--- src/rtl/cop_hs_pkg.sv ---
package cop_hs_pkg;

    localparam int HS_W = 2;

    typedef enum logic [HS_W-1:0] {
        HS_WAIT   = 2'b00,
        HS_GO     = 2'b01,
        HS_ABSENT = 2'b10,
        HS_LAST   = 2'b11
    } hs_code_e;

    typedef enum logic [2:0] {
        ST_IDLE,
        ST_BUSY,
        ST_STEP,
        ST_FINAL,
        ST_UNDEF,
        ST_RETIRE,
        ST_CANCEL,
        ST_DONE
    } seq_state_e;

    // Map a handshake reply onto the state it leads to.
    function automatic seq_state_e hs_target(input hs_code_e code);
        seq_state_e nxt;
        unique case (code)
            HS_ABSENT: nxt = ST_UNDEF;
            HS_WAIT:   nxt = ST_BUSY;
            HS_GO:     nxt = ST_STEP;
            HS_LAST:   nxt = ST_FINAL;
            default:   nxt = ST_UNDEF;
        endcase
        return nxt;
    endfunction

endpackage

--- src/rtl/cop_hs_sampler.sv ---
module cop_hs_sampler #(
    parameter int W    = 2,
    parameter int NBUS = 2
) (
    input  logic              clk,
    input  logic              rst_n,
    input  logic [NBUS*W-1:0] bus_i,
    output logic [NBUS*W-1:0] bus_q
);

    // Each handshake bus is captured on the falling clock edge.
    for (genvar g = 0; g < NBUS; g++) begin : g_bus
        always_ff @(negedge clk or negedge rst_n) begin
            if (!rst_n) begin
                bus_q[g*W +: W] <= '0;
            end else begin
                bus_q[g*W +: W] <= bus_i[g*W +: W];
            end
        end
    end

endmodule

--- src/rtl/cop_hs_fsm.sv ---
module cop_hs_fsm
    import cop_hs_pkg::*;
(
    input  logic            clk,
    input  logic            rst_n,
    input  logic            issue_vld,
    input  logic            cond_pass,
    input  logic            irq_req,
    input  logic            prior_abort,
    input  logic [HS_W-1:0] dec_q,
    input  logic [HS_W-1:0] exe_q,
    output seq_state_e      state
);

    seq_state_e state_nxt;
    logic       first_q;
    logic       first_nxt;
    logic       cancel_now;

    always_ff @(posedge clk or negedge rst_n) begin
        if (!rst_n) begin
            state   <= ST_IDLE;
            first_q <= 1'b0;
        end else begin
            state   <= state_nxt;
            first_q <= first_nxt;
        end
    end

    // The late-cancel slot only exists in the first execute cycle.
    assign cancel_now = first_q && prior_abort;
    assign first_nxt  = (state == ST_IDLE) && issue_vld && cond_pass;

    always_comb begin
        state_nxt = state;
        unique case (state)
            ST_IDLE: begin
                if (issue_vld) begin
                    state_nxt = cond_pass ? hs_target(hs_code_e'(dec_q)) : ST_RETIRE;
                end
            end
            ST_BUSY: begin
                if (cancel_now) begin
                    state_nxt = ST_CANCEL;
                end else if (irq_req) begin
                    state_nxt = ST_IDLE;
                end else begin
                    state_nxt = hs_target(hs_code_e'(exe_q));
                end
            end
            ST_STEP: begin
                state_nxt = cancel_now ? ST_CANCEL : hs_target(hs_code_e'(exe_q));
            end
            ST_FINAL: begin
                state_nxt = cancel_now ? ST_CANCEL : ST_DONE;
            end
            ST_UNDEF,
            ST_RETIRE,
            ST_CANCEL,
            ST_DONE: begin
                state_nxt = ST_IDLE;
            end
            default: begin
                state_nxt = ST_IDLE;
            end
        endcase
    end

endmodule

--- src/rtl/cop_hs_outdec.sv ---
module cop_hs_outdec
    import cop_hs_pkg::*;
(
    input  seq_state_e state,
    output logic       cp_pass,
    output logic       cp_late_cancel,
    output logic       pipe_stall,
    output logic       undef_trap,
    output logic       instr_done
);

    always_comb begin
        cp_pass        = 1'b0;
        cp_late_cancel = 1'b0;
        pipe_stall     = 1'b0;
        undef_trap     = 1'b0;
        instr_done     = 1'b0;
        unique case (state)
            ST_IDLE:   ;
            ST_BUSY: begin
                cp_pass    = 1'b1;
                pipe_stall = 1'b1;
            end
            ST_STEP:   cp_pass        = 1'b1;
            ST_FINAL:  cp_pass        = 1'b1;
            ST_UNDEF:  undef_trap     = 1'b1;
            ST_RETIRE: instr_done     = 1'b1;
            ST_CANCEL: cp_late_cancel = 1'b1;
            ST_DONE:   instr_done     = 1'b1;
            default:   ;
        endcase
    end

endmodule

--- src/rtl/cop_hs_seq.sv ---
module cop_hs_seq
    import cop_hs_pkg::*;
(
    input  logic            clk,
    input  logic            rst_n,
    input  logic            issue_vld,
    input  logic            cond_pass,
    input  logic            irq_req,
    input  logic            prior_abort,
    input  logic [HS_W-1:0] hs_dec,
    input  logic [HS_W-1:0] hs_exe,
    output logic            cp_pass,
    output logic            cp_late_cancel,
    output logic            pipe_stall,
    output logic            undef_trap,
    output logic            instr_done
);

    localparam int NBUS = 2;

    logic [NBUS*HS_W-1:0] hs_q;
    seq_state_e           state;

    cop_hs_sampler #(
        .W    (HS_W),
        .NBUS (NBUS)
    ) u_sampler (
        .clk   (clk),
        .rst_n (rst_n),
        .bus_i ({hs_exe, hs_dec}),
        .bus_q (hs_q)
    );

    cop_hs_fsm u_fsm (
        .clk         (clk),
        .rst_n       (rst_n),
        .issue_vld   (issue_vld),
        .cond_pass   (cond_pass),
        .irq_req     (irq_req),
        .prior_abort (prior_abort),
        .dec_q       (hs_q[HS_W-1:0]),
        .exe_q       (hs_q[2*HS_W-1:HS_W]),
        .state       (state)
    );

    cop_hs_outdec u_outdec (
        .state          (state),
        .cp_pass        (cp_pass),
        .cp_late_cancel (cp_late_cancel),
        .pipe_stall     (pipe_stall),
        .undef_trap     (undef_trap),
        .instr_done     (instr_done)
    );

endmodule

--- config.mk ---
export PLATFORM = sky130hd
export DESIGN_NAME = cop_hs_seq
export DESIGN_NICKNAME = d
export VERILOG_FILES = /design/src/rtl/cop_hs_pkg.sv /design/src/rtl/cop_hs_sampler.sv /design/src/rtl/cop_hs_fsm.sv /design/src/rtl/cop_hs_outdec.sv /design/src/rtl/cop_hs_seq.sv
export SDC_FILE = /design/constraint.sdc
export NUM_CORES = 1
export LEC_CHECK = 0
export BUFFER_PORTS_ARGS = -buffer_cell sky130_fd_sc_hd__buf_4
export CORE_MARGIN = 2
export CORE_UTILIZATION = 30
export CTS_BUF_LIST = sky130_fd_sc_hd__clkbuf_8 sky130_fd_sc_hd__clkbuf_16
export DETAILED_ROUTE_END_ITERATION = 6
export HOLD_SLACK_MARGIN = 0.02
export PLACE_DENSITY = 0.52
export SLEW_MARGIN = 0
export SYNTH_ARGS = -nofsm -noshare
export SYNTH_HDL_FRONTEND = slang
export SYNTH_SLANG_ARGS = --single-unit
export TNS_END_PERCENT = 100
--- constraint.sdc ---
create_clock -name clk -period 1.3 [get_ports clk]
set_input_delay 0.26 -clock clk [delete_from_list [all_inputs] [get_ports clk]]
set_output_delay 0.26 -clock clk [all_outputs]
set_load 0.1 [all_outputs]
==> flow_summary.json, run 1 <==
{
  "finalWirelength_um": 972,
  "cp.required_ps": 1400,
  "final_util_pct": 55.3,
  "core_area_mm2": 0.00145,
  "setup_violations": 8,
  "grt_use_total_pct": 12.5,
  "critPathLaunchType": "flop",
  "critPathSlowestCell": "dfrtn_1",
  "worst_pin_slew_ps": 277,
  "final_nets": 85,
  "worstReg2RegEnd": "u_fsm.state[1]",
  "crit_end": "u_fsm.state[1]",
  "clockBufferDepth": 2,
  "rows": 14,
  "p_total_w": 0.00199,
  "grt_pass1_wl_um": 1700,
  "cts_max_level": 1,
  "regToRegStartpoint": "u_sampler.bus_q[3]",
  "yosysWarnings": 0,
  "synthToLayoutAreaGrowth_pct": 77.1,
  "fin_skew_ps": 29.4,
  "antenna_cells": 0,
  "multiInputGateArea_um2": 298,
  "dr.pass1.iters": 3,
  "wl_per_cell_um": 11.3,
  "yosysSeqAreaShare_pct": 44.1,
  "viasPerCell": 4.77,
  "synth_cells": 44,
  "regArea_um2": 203,
  "drv_slew": 0,
  "tritoncts": "built",
  "dpl.hpwl_um": 715,
  "dieArea_mm2": 0.00184,
  "rsz0062_at_grt": "true",
  "setup_ws_ps": -583,
  "hp-start": "cond_pass",
  "crit_arrival_ps": 1980,
  "avgSynthCellArea_um2": 10.3,
  "die_y_um": 42.9,
  "synth_cell_types": 27,
  "dr_total_vias": 410,
  "whs_ps": 310,
  "final_cell_mix": "buf_4 (19), dfrtn_1 (4), inv_1 (3), clkbuf_8 (3), buf_12 (3)",
  "cp-startpoint": "u_sampler.bus_q[3]",
  "routabilityCongestion": 0.730,
  "powerDensity_mw_per_mm2": 2470,
  "grt_pass1_vias": 419,
  "ys_ff_latch": 8,
  "reg2reg_depth": 4,
  "ff2ff_setup_slack_ps": -580,
  "io_buffers": 14,
  "chipWidth_um": 42.9,
  "layout.filler_cells": 123,
  "drc": 0,
  "drive_gt1_share_pct": 67.1,
  "hold_class": "in2reg",
  "critical_path.endpoint_type": "flop",
  "grt_max_degree": 9,
  "layout_commonest_cell": "buf_4",
  "synth_fp_nets": 58,
  "initialDrtViolationCount": 3,
  "peakVddDrop_mv": 1.21,
  "path_cells": "inv_1, ha_2, o41ai_2, a31oi_1",
  "max_slew_margin_pct": 81.5,
  "clk_latency_ps": 250,
  "path_clk_slew_ps": 50,
  "violations": "setup timing",
  "overflow": 0,
  "hold_violations": 0,
  "clock-root-buffer": "clkbuf_8",
  "cts_sinks": 8,
  "cp_max_fo": 3,
  "cts_buffers": 3,
  "cpPeakStageDelay_ps": 420,
  "cap_violations": 0,
  "pin_count": 15,
  "antenna_found_initial": 0,
  "path_class": "reg2reg",
  "status": "finished, violations left",
  "postRouteAntennaNets": 0,
  "syn-cell-area_um2": 454,
  "initial_core_util_pct": 31.2,
  "power_leakage_nw": 0.367
}
## final cells by class
class	count	area share, %
Clock buffer	3	5.13
Clock inverter	1	0.467
Inverter	4	1.87
Multi-Input combinational cell	30	37.0
Sequential cell	8	25.2
Tap cell	16	2.49
Timing Repair Buffer	24	27.8
## where the power goes
part           total, W  switching, W  internal, W
sequential     0.000403     0.0000942     0.000309
combinational   0.00128      0.000721     0.000560
clock          0.000303     0.0000983     0.000205
total           0.00199      0.000914      0.00107
## layer usage
layer	up-vias	global-route usage [%]	share of wire, %
li1	205	-	-
met1	195	13.3	42
met2	10	23.0	54
met3	0	1.28	3.8
met4	0	7.50	0
met5	-	0	0
## metrics by stage
stage               setup slack, ps  TNS, ps  area, um^2  std cells
floorplan                      -497    -1800         489         44
global placement               -553    -1560         636         77
detailed placement             -569    -1630         636         77
CTS                            -582    -2330         766         84
global route                   -650    -2710         805         86
finish                         -583    -2260         805         86
## flip-flops by register name, summed over array words and instances (netlist names)
| register | cells |
|---|---|
| u_fsm.first_q | 1 |
| u_fsm.state | 3 |
| u_sampler.bus_q | 4 |
## cells in the mapped netlist, drive strengths merged
| master | count | area (um^2) |
|---|---|---|
| dfrtn | 4 | 100 |
| dfrtp | 4 | 100 |
| ha | 4 | 50.1 |
| inv | 4 | 15.0 |
| and2 | 3 | 20.0 |
| nor2 | 3 | 13.8 |
| o21ai | 3 | 15.0 |
| a31oi | 2 | 12.5 |
| nand2b | 2 | 12.5 |
| nand3 | 2 | 10.0 |
| a211oi | 1 | 7.51 |
| a21o | 1 | 7.51 |
| a21oi | 1 | 8.76 |
| and3 | 1 | 6.26 |
| buf | 1 | 11.3 |
| clkbuf | 1 | 3.75 |
| nand3b | 1 | 7.51 |
| nand4 | 1 | 6.26 |
| nor2b | 1 | 6.26 |
| nor3 | 1 | 5.00 |
| nor4b | 1 | 8.76 |
| o21ba | 1 | 10.0 |
| o41ai | 1 | 16.3 |
## cell families (layout without fill, tap and decap cells)
family / count (synthesis) / in the layout / share of synthesized area, %
AND/OR/NAND/NOR: 16 / 16 / 21.2
AO/OA/AOI/OAI: 10 / 10 / 17.1
flip-flops: 8 / 8 / 44.1
buffers and inverters: 6 / 32 / 6.61
adder cells (fa/ha/maj): 4 / 4 / 11.0
## worst min-delay path by stage
stage | end | slack (ps) | depth (start not counted)
floorplan | u_fsm.first_q | -40 | 0
global placement | u_fsm.state[2] | 90 | 1
detailed placement | u_fsm.state[2] | 90 | 1
CTS | u_fsm.first_q | 300 | 3
global route | u_fsm.first_q | 320 | 3
finish | u_fsm.first_q | 310 | 3
## critical path: cells and delay by family, from the launching register on
family          cells  cell delay (ps)
compound gates      2              430
fa+ha+maj           1              180
buf+inv             1               50
flops               1              420
## timing repair
| action | 4_1_cts | 5_1_grt |
|---|---|---|
| endpoints found under the hold margin | 4 | 0 |
| buffers inserted | 2 | 2 |
| pin swaps | 4 | 2 |
| endpoints found under the setup margin | 8 | 8 |
| hold buffers | 1 | 0 |
| cloned | 0 | 0 |
| resized for setup | 14 | 5 |
Note: power is estimated with default switching activity, not from simulation.
==> inputs of run 2 (changes only) <==
Settings changed: CORE_AREA from default to 2 2 39 41, CORE_MARGIN 2 to default, CORE_UTILIZATION 30 to default, DIE_AREA from default to 0 0 41 43, PLACE_DENSITY 0.52 to 0.58.
==> run 2 against run 1 <==
  * The run still ends with setup timing left
  * Worst hold slack got worse by 9.2 ps
  * Global-route usage increased by 1.4 points
  * Clock power increased by 2%
  * Combinational power decreased by 5%
  * Critical path type unchanged
  * First-iteration DRC count unchanged
  * Count of clock-buffer cells in the layout unchanged
  * Sequential power decreased by 3%
  * Utilization decreased by 0.36 points
==> flow_summary.json, run 2 (synthesized netlist as in run 1, its figures left out) <==
{
  "setup_ws_ps": -590,
  "drv_slew": 0,
  "final_cell_mix": "buf_4 (16), inv_1 (4), dfrtn_1 (4)",
  "grt_max_degree": 9,
  "drive_gt1_share_pct": 57.4,
  "overflow": 0,
  "clockBufferDepth": 2,
  "cts_max_level": 1,
  "cp-startpoint": "u_sampler.bus_q[3]",
  "top_register": "u_sampler.bus_q",
  "synthToLayoutAreaGrowth_pct": 67.5,
  "dpl_worst_slack_ps": -578,
  "regToRegStartpoint": "u_sampler.bus_q[3]",
  "whs_endpoint": "u_fsm.first_q",
  "dpl.hpwl_um": 726,
  "layout_commonest_cell": "buf_4",
  "hold_class": "in2reg",
  "grt_use_total_pct": 13.8,
  "multiInputGateArea_um2": 267,
  "whs_ps": 301,
  "chipWidth_um": 41,
  "dieArea_mm2": 0.00176,
  "grt_pass1_wl_um": 1550,
  "p_total_w": 0.00192,
  "stdcell_area_um2": 761,
  "final_util_pct": 55.0,
  "max_slew_margin_pct": 81.3,
  "hold_violations": 0,
  "rsz0062_at_grt": "true",
  "cp_max_fo": 3,
  "cts_buffers": 3,
  "reg2reg_depth": 4,
  "viasPerCell": 4.76,
  "min_path_cells": 3,
  "worst_pin_slew_ps": 280,
  "drc": 0,
  "initialDrtViolationCount": 3,
  "power_leakage_nw": 0.356,
  "worstReg2RegEnd": "u_fsm.state[1]",
  "final_nets": 83,
  "grt_pass1_vias": 364,
  "io_buffers": 14,
  "placed_area_um2": 636,
  "finalWirelength_um": 943,
  "path_class": "reg2reg",
  "clock-root-buffer": "clkbuf_8",
  "cap_violations": 0,
  "crit_arrival_ps": 1990,
  "critPathLaunchType": "flop",
  "antenna_found_initial": 0,
  "tritoncts": "built",
  "postRouteAntennaNets": 0,
  "rows": 14,
  "layout.filler_cells": 117,
  "setup_violations": 8,
  "powerDensity_mw_per_mm2": 2520,
  "routabilityCongestion": 0.770,
  "core_area_mm2": 0.00138,
  "largest_reg_flops": 4,
  "pin_count": 15,
  "die_y_um": 43,
  "critical_path.endpoint_type": "flop",
  "cts_sinks": 8,
  "fin_skew_ps": 20.5,
  "status": "finished, violations left",
  "dr_total_vias": 400,
  "clk_latency_ps": 250,
  "peakVddDrop_mv": 1.56,
  "wl_per_cell_um": 11.2,
  "antenna_cells": 0,
  "dr.pass1.iters": 3,
  "regArea_um2": 201,
  "cp.required_ps": 1400,
  "initial_core_util_pct": 32.8,
  "violations": "setup timing",
  "path_clk_slew_ps": 50,
  "hp-start": "cond_pass",
  "top_regs": "u_sampler.bus_q x4, u_fsm.state x3, u_fsm.first_q x1",
  "ff2ff_setup_slack_ps": -590
}
run 2: layout make-up:
type                            instances  share of cell area, %
Multi-Input combinational cell         30                   35.0
Timing Repair Buffer                   22                   28.0
Sequential cell                         8                   26.5
Clock buffer                            3                   5.43
Tap cell                               16                   2.63
Inverter                                4                   1.97
Clock inverter                          1                  0.493
run 2: power breakdown:
part	internal, W	total (W)	switching [W]
registers	0.000307	0.000392	0.0000853
clock network	0.000205	0.000310	0.000105
logic	0.000518	0.00122	0.000699
total	0.00103	0.00192	0.000889
run 2: how the worst max path moves through the flow:
stage / to / slack (ps) / cells after the start
after floorplan: u_fsm.state[0] / -500 / 5
after global placement: u_fsm.state[0] / -550 / 5
after detailed placement: u_fsm.state[1] / -580 / 4
after CTS: u_fsm.state[1] / -590 / 4
after global routing: u_fsm.state[1] / -660 / 4
final: u_fsm.state[1] / -590 / 4
run 2: metrics by stage:
step / TNS [ps] / instances
CTS: -2340 / 84
floorplan: -1800 / 44
global route: -2750 / 84
detailed placement: -1630 / 77
global placement: -1550 / 77
finish: -2230 / 84
run 2: what timing repair did:
| item | in CTS | in global routing |
|---|---|---|
| hold buffers | 1 | 0 |
| endpoints found under the setup margin | 8 | 8 |
| hold endpoints to repair | 4 | 0 |
| setup buffers | 2 | 0 |
| resized for setup | 12 | 2 |
| pin swaps | 3 | 0 |
run 2: critical path, stage by stage, from the launching register on:
cell     delay [ps]
dfrtn_1         430
inv_1            50
ha_2            180
o41ai_2         310
a31oi_1         120
run 2: metal layers:
| metal | track usage (%) | vias to the layer above | wire length [um] |
|---|---|---|---|
| met5 | 0 | - | 0 |
| met4 | 6.00 | 0 | 10 |
| li1 | - | 199 | - |
| met3 | 6.28 | 2 | 57 |
| met1 | 15.7 | 188 | 397 |
| met2 | 21.3 | 11 | 478 |
